File: src/rtl/srot_pkg.sv
package srot_pkg;
  localparam int DW = 8;
  localparam int NW = DW / 2;
  localparam int OPW = 4;

  localparam logic [OPW-1:0] OP_RLC = 4'd0;
  localparam logic [OPW-1:0] OP_RRC = 4'd1;
  localparam logic [OPW-1:0] OP_RLT = 4'd2;
  localparam logic [OPW-1:0] OP_RRT = 4'd3;
  localparam logic [OPW-1:0] OP_SLL = 4'd4;
  localparam logic [OPW-1:0] OP_SRA = 4'd5;
  localparam logic [OPW-1:0] OP_SRL = 4'd6;
  localparam logic [OPW-1:0] OP_DGL = 4'd7;
  localparam logic [OPW-1:0] OP_DGR = 4'd8;

  localparam int FB_S = 7;
  localparam int FB_Z = 6;
  localparam int FB_H = 4;
  localparam int FB_P = 2;
  localparam int FB_N = 1;
  localparam int FB_C = 0;

  typedef enum logic [1:0] {
    FK_HOLD  = 2'd0,
    FK_SHORT = 2'd1,
    FK_FULL  = 2'd2
  } fkind_e;

  function automatic logic even_ones(input logic [DW-1:0] v);
    return ~(^v);
  endfunction

  function automatic logic is_zero(input logic [DW-1:0] v);
    return (v == '0);
  endfunction
endpackage

File: src/rtl/srot_shift.sv
module srot_shift
  import srot_pkg::*;
(
  input  logic [OPW-1:0] op,
  input  logic [DW-1:0]  din,
  input  logic           cin,
  output logic [DW-1:0]  dout,
  output logic           cy
);
  logic msb, lsb;
  assign msb = din[DW-1];
  assign lsb = din[0];

  always_comb begin
    dout = din;
    cy   = cin;
    unique case (op)
      OP_RLC: begin dout = {din[DW-2:0], msb};  cy = msb; end
      OP_RRC: begin dout = {lsb, din[DW-1:1]};  cy = lsb; end
      OP_RLT: begin dout = {din[DW-2:0], cin};  cy = msb; end
      OP_RRT: begin dout = {cin, din[DW-1:1]};  cy = lsb; end
      OP_SLL: begin dout = {din[DW-2:0], 1'b0}; cy = msb; end
      OP_SRA: begin dout = {msb, din[DW-1:1]};  cy = lsb; end
      OP_SRL: begin dout = {1'b0, din[DW-1:1]}; cy = lsb; end
      default: begin dout = din; cy = cin; end
    endcase
  end
endmodule

File: src/rtl/srot_digit.sv
module srot_digit
  import srot_pkg::*;
(
  input  logic          go_left,
  input  logic [DW-1:0] acc,
  input  logic [DW-1:0] mem,
  output logic [DW-1:0] acc_new,
  output logic [DW-1:0] mem_new
);
  logic [NW-1:0] a_hi, a_lo, m_hi, m_lo;
  assign a_hi = acc[DW-1:NW];
  assign a_lo = acc[NW-1:0];
  assign m_hi = mem[DW-1:NW];
  assign m_lo = mem[NW-1:0];

  always_comb begin
    if (go_left) begin
      mem_new = {m_lo, a_lo};
      acc_new = {a_hi, m_hi};
    end else begin
      mem_new = {a_lo, m_hi};
      acc_new = {a_hi, m_lo};
    end
  end
endmodule

File: src/rtl/srot_flags.sv
module srot_flags
  import srot_pkg::*;
(
  input  logic          clk,
  input  logic          rst_n,
  input  logic          en,
  input  fkind_e        kind,
  input  logic [DW-1:0] val,
  input  logic          cnew,
  output logic [DW-1:0] fq
);
  logic [DW-1:0] fnext;

  always_comb begin
    fnext = fq;
    unique case (kind)
      FK_FULL: begin
        fnext[FB_S] = val[DW-1];
        fnext[FB_Z] = is_zero(val);
        fnext[FB_H] = 1'b0;
        fnext[FB_P] = even_ones(val);
        fnext[FB_N] = 1'b0;
        fnext[FB_C] = cnew;
      end
      FK_SHORT: begin
        fnext[FB_H] = 1'b0;
        fnext[FB_N] = 1'b0;
        fnext[FB_C] = cnew;
      end
      default: fnext = fq;
    endcase
  end

  always_ff @(posedge clk or negedge rst_n) begin
    if (!rst_n)  fq <= '0;
    else if (en) fq <= fnext;
  end
endmodule

File: src/rtl/srot_unit.sv
module srot_unit
  import srot_pkg::*;
(
  input  logic           clk,
  input  logic           rst_n,
  input  logic           op_en,
  input  logic [OPW-1:0] op_sel,
  input  logic           acc_form,
  input  logic [DW-1:0]  opnd,
  input  logic [DW-1:0]  mem_in,
  output logic [DW-1:0]  res,
  output logic [DW-1:0]  mem_out,
  output logic           cout,
  output logic [DW-1:0]  flags
);
  logic          carry_in;
  logic          is_rot, is_shift, is_digit, is_known;
  logic [DW-1:0] sh_val, dg_acc, dg_mem;
  logic          sh_cy;
  fkind_e        kind;

  assign carry_in = flags[FB_C];
  assign is_rot   = (op_sel <= OP_RRT);
  assign is_shift = (op_sel >= OP_SLL) && (op_sel <= OP_SRL);
  assign is_digit = (op_sel == OP_DGL) || (op_sel == OP_DGR);
  assign is_known = is_rot || is_shift || is_digit;

  srot_shift u_shift (
    .op   (op_sel),
    .din  (opnd),
    .cin  (carry_in),
    .dout (sh_val),
    .cy   (sh_cy)
  );

  srot_digit u_digit (
    .go_left (op_sel == OP_DGL),
    .acc     (opnd),
    .mem     (mem_in),
    .acc_new (dg_acc),
    .mem_new (dg_mem)
  );

  always_comb begin
    if (is_digit) begin
      res     = dg_acc;
      mem_out = dg_mem;
      cout    = carry_in;
    end else begin
      res     = sh_val;
      mem_out = mem_in;
      cout    = sh_cy;
    end
  end

  always_comb begin
    if (!is_known)             kind = FK_HOLD;
    else if (is_rot && acc_form) kind = FK_SHORT;
    else                       kind = FK_FULL;
  end

  srot_flags u_flags (
    .clk   (clk),
    .rst_n (rst_n),
    .en    (op_en),
    .kind  (kind),
    .val   (res),
    .cnew  (cout),
    .fq    (flags)
  );
endmodule

File: config.mk
export PLATFORM = sky130hd
export DESIGN_NAME = srot_unit
export DESIGN_NICKNAME = d
export VERILOG_FILES = /design/src/rtl/srot_pkg.sv /design/src/rtl/srot_shift.sv /design/src/rtl/srot_digit.sv /design/src/rtl/srot_flags.sv /design/src/rtl/srot_unit.sv
export SDC_FILE = /design/constraint.sdc
export NUM_CORES = 1
export LEC_CHECK = 0
export ABC_AREA = 1
export CAP_MARGIN = 20
export CORE_UTILIZATION = 40
export DETAILED_ROUTE_END_ITERATION = 10
export PLACE_DENSITY = 0.82
export SETUP_SLACK_MARGIN = 0.2
export SLEW_MARGIN = 20
export SYNTH_ARGS = -nofsm -noshare
export SYNTH_HDL_FRONTEND = slang
export SYNTH_SLANG_ARGS = --single-unit
File: constraint.sdc
create_clock -name clk -period 4.8 [get_ports clk]
set_clock_uncertainty 0.15 [all_clocks]
set_input_delay 1.2 -clock clk [delete_from_list [all_inputs] [get_ports clk]]
set_output_delay 1.2 -clock clk [all_outputs]
set_load 0.1 [all_outputs]
==> reports/qor.csv, run 1 <==
metric;value;unit
status;completed;
netlist.area_leader.share;0.208;
reg2reg_to;u_flags.fq[2]$_DFFE_PN0P_;
drtIter0Drc;41;
cp.required;3.45;ns
largest_register;u_flags.fq;
dp.cells;236;
initial_core_util;0.446;
period_minus_slack;4.18;ns
maxCapViolCount;0;
cts_setup_buffers;0;
hold_path_depth;2;
clkSlewWorstSetupHoldPaths;0.04;ns
min_period_over_period;0.871;
viasPerCell;5.11;
cp_slowest_stage_delay;0.62;ns
synth_area_per_cell;5.44;um2
finalMaxSlewViolations;0;
dpl.hpwl;2180;um
yosys-top-cells-area;nand2_1, dfrtp_1, nand3_1;
antenna_found_initial;0;
rows;16;
ios;49;
critPathSlowestCell;clkdlybuf4s50_1;
dr.pass1.iters;4;
postLayoutCoreUtil;0.751;
reg2regPathDepth;10;
synth_flop_cell;dfrtp_1;
finalNetCount;242;
powerDensity;297;nW/um2
clk_latency;0.24;ns
io_buffers;44;
netlist-cell-type-count;24;
tightest_slew;0.970;ns
cts_tree;yes;
syn_area;920;um2
synthTopCellsByCount;nand2_1, nor2_1, nand3_1;
drive_gt1_frac;0.142;
clock_sinks;4;
overflow;0;
cts_buffer_depth;2;
endpoint_kind;output port;
hold_viol_final;0;
finalSetupTns;0;ns
grt_max_degree;12;
drcViolationCount;0;
cts_resized;0;
diodes;0;
ys_ff_latch;4;
grt_use_total;0.218;
crit_chain;clkdlybuf4s50_1 > nand2_1 > nand2_2 > nand2_1 > nand3_1 > nand2_1 > o21ai_1 > buf_12;
crit_path_frequent_cell;nand2_1;
instances_no_fill;239;
vias;1222;
syn_inst;169;
worst-path-buf-inv;2;
synth.most_common_cell;nand2_1;
largest_reg_flops;4;
rsz0062_at_grt;false;
vdd_ir_drop_max;0.249;mV
totalWireLength;2680;um
cp_data_arrival_time;2.83;ns
area_growth;68.3;%
place_congestion;0.863;
cts_buffers;3;
async_flop_share;1.00;
hold_end;u_flags.fq[7]$_DFFE_PN0P_;
synth_top_area_cell;nand2_1;
yosys_warnings;0;
wire_per_inst;11.2;um
seq_area_frac_synth;0.109;
die_y;50.0;um
dp_slack;0.633;ns
setup.worst_path.class;in2out;
grt_pass1_wl;4310;um
path_delay_family;buffers and inverters;
htreeDepth;1;
setup_violations;0;
setup_ws;0.618;ns
startpoint_type;input port;
cts_hold_buf;0;
reg_top3;u_flags.fq (4);
hold_path.startpoint;u_flags.fq[7]$_DFFE_PN0P_;
max-slew-margin-rel;0.352;
die_w;50.0;um
worstPathMaxFanout;8;
reg2reg_from;u_flags.fq[0]$_DFFE_PN0P_;
hold_class;reg2reg;
dieArea;2500;um2
cts_root_buffer;clkbuf_4;
p_leak;0.747;nW
clock.fmax;239;MHz
synth_edf_count;0;
grt_pass1_vias;1029;
core;2060;um2
reg2reg_slack;2.88;ns
holdWs;0.325;ns
antenna_left;0;
-- power breakdown --
group	switching, mW	internal, mW	leakage [nW]	total, mW
clock	0.0168	0.0282	0.0138	0.0450
sequential	0.00371	0.0408	0.0514	0.0445
combinational	0.252	0.119	0.682	0.370
total	0.272	0.188	0.747	0.460
-- worst min-delay path: cells and delay by family, from the launching register on --
family / cells / cell delay, ns
and+or+nand+nor: 2 / 0.10
DFF: 1 / 0.33
-- layer usage --
layer | vias up | part of all wire | wire (um) | GRT usage
met4 | 0 | 0.0022 | 6 | 0.0286
met5 | - | 0 | 0 | 0
met2 | 31 | 0.48 | 1280 | 0.378
met3 | 2 | 0.049 | 131 | 0.0525
met1 | 557 | 0.47 | 1250 | 0.275
li1 | 632 | - | - | -
-- kinds of logic after synthesis --
group | share of synthesized area
AOI/OAI and AO/OA | 0.192
other | 0.00408
and+or+nand+nor | 0.465
adders and majority gates | 0.0544
xor gates and xnor gates | 0.0381
buffers and inverters | 0.137
DFF | 0.109
-- through the flow --
stage	power (mW)	cell area, um2
floorplan	0.300	931
global placement	0.411	1530
detailed placement	0.415	1530
CTS	0.461	1550
global route	0.481	1550
finish	0.460	1550
-- cell usage in the layout, fill, tap and decap left out, drive strengths merged --
cell and instances:
conb 4, nand3b 3, nand4 1, buf 18, o211ai 4, xor2 2
ha 4, nand2 55, a21oi 14, a21o 3, dfrtp 4, clkdlybuf4s50 27
clkbuf 3, inv 17, xnor2 2, nor2 22, clkinv 1, o21ai 10
nand3 18
-- final cells by class --
| cell class | count | area [um2] |
|---|---|---|
| tap | 27 | 33.8 |
| multi-input combinational | 142 | 704 |
| sequential | 4 | 100 |
| timing repair buffer | 45 | 618 |
| inverter | 18 | 68.8 |
| clock buffer | 3 | 22.5 |
| fill | 164 | 514 |
-- worst max path at each step --
stage	slack [ns]	startpoint	endpoint	cells after the start
floorplan	0.21	op_sel[1]	mem_out[4]	6
global placement	0.67	op_sel[1]	res[0]	8
detailed placement	0.63	op_sel[3]	mem_out[4]	8
CTS	0.62	op_sel[3]	mem_out[4]	8
global route	0.46	op_sel[3]	mem_out[4]	8
finish	0.62	op_sel[1]	res[0]	8
Power figures use the tool's default switching activity.
==> run 2, diff against run 1 <==
- CORE_MARGIN: unset -> 4
==> reports/qor.csv, run 2 (same netlist as run 1, synthesis figures left out) <==
metric;value;unit
status;completed;
reg2reg_to;u_flags.fq[2]$_DFFE_PN0P_;
hold_path.startpoint;u_flags.fq[2]$_DFFE_PN0P_;
setup_violations;0;
grt_use_total;0.172;
mostFrequentLayoutCell;nand2_1;
vias;1220;
rows;17;
viasPerCell;5.08;
hold_path_depth;2;
period_minus_slack;4.20;ns
maxCapViolCount;0;
largest_register;u_flags.fq;
grt_max_degree;12;
die_w;56.0;um
critPathSlowestCell;clkdlybuf4s50_1;
antenna_left;0;
cts_hold_buf;0;
reg2reg_from;u_flags.fq[0]$_DFFE_PN0P_;
rsz0062_at_grt;false;
p_leak;0.747;nW
endpoint_kind;output port;
finalSetupTns;0;ns
core;2190;um2
final_cell_mix;nand2_1, clkdlybuf4s50_1, nor2_1;
dieArea;3130;um2
finalNetCount;242;
tightest_slew;0.967;ns
path_delay_family;buffers and inverters;
grt_pass1_wl;4520;um
crit_path_frequent_cell;o21ai_1;
dpl.hpwl;2410;um
hold_end;u_flags.fq[2]$_DFFE_PN0P_;
postLayoutCoreUtil;0.707;
drive_gt1_frac;0.142;
diodes;0;
drtIter0Drc;46;
antenna_found_initial;0;
cts_setup_buffers;0;
clock.fmax;238;MHz
reg_top3;u_flags.fq (4);
cts_buffers;3;
worstPathMaxFanout;9;
finalMaxSlewViolations;0;
wire_per_inst;12.0;um
dr.pass1.iters;4;
cts_buffer_depth;2;
cts_root_buffer;clkbuf_4;
htreeDepth;1;
initial_core_util;0.420;
clock_sinks;4;
clkSlewWorstSetupHoldPaths;0.03;ns
place_congestion;0.827;
hold_class;reg2reg;
startpoint_type;input port;
cts_resized;0;
overflow;0;
area_growth;68.4;%
crit_chain;clkdlybuf4s50_1 > inv_2 > nor2_1 > nand2_2 > nand2_4 > o21ai_1 > o21ai_1 > buf_12;
grt_pass1_vias;1076;
setup.worst_path.class;in2out;
powerDensity;295;nW/um2
totalWireLength;2870;um
largest_reg_flops;4;
min_period_over_period;0.875;
hold_viol_final;0;
cp_slowest_stage_delay;0.55;ns
max-slew-margin-rel;0.353;
cp_data_arrival_time;2.85;ns
cp.required;3.45;ns
worst-path-buf-inv;3;
ios;49;
reg2reg_slack;2.92;ns
reg2regPathDepth;10;
vdd_ir_drop_max;0.254;mV
io_buffers;44;
clk_latency;0.24;ns
cts_tree;yes;
drcViolationCount;0;
die_y;56.0;um
[run 2: cell counts in the layout (fill, tap and decap cells not counted)]
No cell type changed its count.
[run 2: stage by stage]
stage	instances	worst slack, ns	hold WS (ns)	instance area, um2	power [mW]
detailed placement	237	0.620	0.329	1530	0.416
finish	240	0.601	0.332	1550	0.457
global placement	237	0.682	0.315	1530	0.411
global route	240	0.457	0.354	1550	0.478
CTS	240	0.616	0.336	1550	0.459
floorplan	172	0.206	0.322	931	0.300
[run 2: routing by layer]
metal	GRT usage	part of all wire
met5	0	0
met1	0.226	0.44
met4	0.0237	0.0066
met3	0.0418	0.061
met2	0.291	0.49
[run 2: power by group]
part / switching (mW) / internal (mW) / total (mW)
registers: 0.00402 / 0.0408 / 0.0449
clock network: 0.0139 / 0.0280 / 0.0419
logic: 0.251 / 0.119 / 0.370
total: 0.269 / 0.187 / 0.457
[run 2: worst max-delay path by stage]
stage              start    endpoint  slack [ns]  cells after the start
2_1_floorplan  op_sel[1]  mem_out[4]        0.21                      6
3_3_place_gp   op_sel[3]      res[0]        0.68                      8
3_5_place_dp   op_sel[3]      res[0]        0.62                      8
4_1_cts        op_sel[3]      res[0]        0.62                      8
5_1_grt        op_sel[3]      res[0]        0.46                      8
6_report       op_sel[3]      res[0]        0.60                      8
[run 2: layout make-up]
| type | instances | area [um2] |
|---|---|---|
| Multi-Input combinational cell | 142 | 704 |
| Fill cell | 185 | 642 |
| Timing Repair Buffer | 45 | 618 |
| Sequential cell | 4 | 100 |
| Inverter | 18 | 68.8 |
| Tap cell | 28 | 35.0 |
| Clock buffer | 3 | 22.5 |
[run 2: tightest hold or removal path, stage by stage (launching register included)]
cell,delay [ns]
dfrtp_1,0.34
nand2_1,0.05
o21ai_0,0.05
==> run 3, diff against run 2 <==
- CELL_PAD_IN_SITES_DETAIL_PLACEMENT: unset -> 0
- CELL_PAD_IN_SITES_GLOBAL_PLACEMENT: unset -> 1
- CORE_UTILIZATION: 40 -> 26
- PLACE_DENSITY: 0.82 -> unset
- PLACE_DENSITY_LB_ADDON: unset -> 0.1
- SLEW_MARGIN: 20 -> unset
==> reports/qor.csv, run 3 (same netlist as run 1, synthesis figures left out) <==
metric;value;unit
cp_data_arrival_time;2.90;ns
vias;1195;
grt_pass1_vias;1115;
die_w;67.5;um
cts_hold_buf;0;
period_minus_slack;4.25;ns
die_y;67.5;um
grt.met2_usage;0.235;
wire_per_inst;11.8;um
mostFrequentLayoutCell;nand2_1;
cts_root_buffer;clkbuf_4;
antenna_found_initial;0;
cts_buffer_depth;2;
top_usage_layer;met2;
max-slew-margin-rel;0.351;
powerDensity;292;nW/um2
grt_pass1_wl;5100;um
htreeDepth;1;
largest_reg_flops;4;
maxCapViolCount;0;
diodes;0;
reg_top3;u_flags.fq (4);
hold_viol_final;0;
final_cell_mix;nand2_1, clkdlybuf4s50_1, nor2_1;
cp.required;3.45;ns
nFillCells;386;
internal_power;188;uW
cts_resized;0;
status;completed;
drive_gt1_frac;0.142;
multiInputGateArea;704;um2
clk_latency;0.24;ns
grt_max_degree;12;
tightest_slew;0.971;ns
drcViolationCount;0;
rsz0062_at_grt;false;
hold_class;reg2reg;
swShare;0.591;
setup.worst_path.class;in2out;
grtUsageMet1;0.198;
clkSlewWorstSetupHoldPaths;0.04;ns
largest_register;u_flags.fq;
worstPathMaxFanout;9;
finalSetupTns;0;ns
overflow;0;
power_frac_clock;0.093;
setup_violations;0;
seqCellArea;100;um2
startpoint_type;input port;
cts_setup_buffers;0;
cts_tree;yes;
power.switching;271;uW
dieArea;4550;um2
p_leak;0.747;nW
combPwrFrac;0.810;
viasPerCell;4.63;
endpoint_kind;output port;
dpl.hpwl;2590;um
core;3360;um2
clock_sinks;4;
place_congestion;0.789;
totalWireLength;3050;um
cp_slowest_stage_delay;0.54;ns
ios;49;
antenna_left;0;
grtUsageMet3;0.0300;
clock.fmax;235;MHz
grt_use_total;0.142;
critPathSlowestCell;clkdlybuf4s50_1;
rows;21;
crit_chain;clkdlybuf4s50_1 > inv_2 > nor2_1 > nand2_2 > nand2_4 > o21ai_1 > o21ai_1 > buf_12;
vdd_ir_drop_max;0.130;mV
area_growth;70.9;%
crit_path_frequent_cell;o21ai_1;
dr.pass1.iters;4;
reg2reg_slack;2.89;ns
finalNetCount;242;
finalMaxSlewViolations;0;
totalPowerFinal;459;uW
initial_core_util;0.273;
min_period_over_period;0.885;
cts_buffers;3;
io_buffers;44;
drtIter0Drc;45;
power_frac_seq;0.097;
run 3: cell counts in the layout (fill, tap and decap cells not counted):
Identical to the previous run, type by type.
run 3: through the flow:
stage | util | area, um2 | setup slack (ns) | hold WS, ns | std cells
after floorplan | - | 931 | 0.206 | 0.322 | 172
after global placement | 0.461 | 1550 | 0.624 | 0.314 | 255
after detailed placement | 0.461 | 1550 | 0.557 | 0.323 | 255
after CTS | 0.467 | 1570 | 0.554 | 0.333 | 258
after global routing | 0.467 | 1570 | 0.422 | 0.368 | 258
final | 0.467 | 1570 | 0.554 | 0.326 | 258
run 3: power groups by stage:
stage	combinational [mW]	clock, mW	sequential (mW)
3_5_place_dp	0.373	0	0.0450
4_1_cts	0.374	0.0445	0.0448
3_3_place_gp	0.370	0	0.0447
2_1_floorplan	0.216	0	0.0842
5_1_grt	0.393	0.0481	0.0457
6_report	0.371	0.0424	0.0447
run 3: worst max-delay path, delay by kind of cell:
family,cells,cell delay (ns)
buf+inv,3,0.86
simple gates,3,0.50
compound gates,2,0.33
run 3: layout make-up:
| cell class | instances | share of cell area |
|---|---|---|
| clock buffer | 3 | 0.0143 |
| inverter | 18 | 0.0438 |
| multi-input combinational | 142 | 0.448 |
| sequential | 4 | 0.0637 |
| tap | 46 | 0.0366 |
| timing repair buffer | 45 | 0.393 |
run 3: path summary, 6_finish.rpt:
kind | from | to | cells after the start
worst max-delay path | op_sel[3] | res[0] | 8
worst max register to register | u_flags.fq[0]$_DFFE_PN0P_ | u_flags.fq[2]$_DFFE_PN0P_ | 10
worst min-delay path | u_flags.fq[7]$_DFFE_PN0P_ | u_flags.fq[7]$_DFFE_PN0P_ | 2
max in group asynchronous | rst_n | u_flags.fq[6]$_DFFE_PN0P_ | 1
worst min register to register | u_flags.fq[7]$_DFFE_PN0P_ | u_flags.fq[7]$_DFFE_PN0P_ | 2
min in group asynchronous | rst_n | u_flags.fq[0]$_DFFE_PN0P_ | 1
run 3: per-layer routing:
metal	vias to the layer above	routed length, um
met5	-	0
met4	0	0
met3	0	132
met2	24	1500
met1	542	1420
li1	629	-
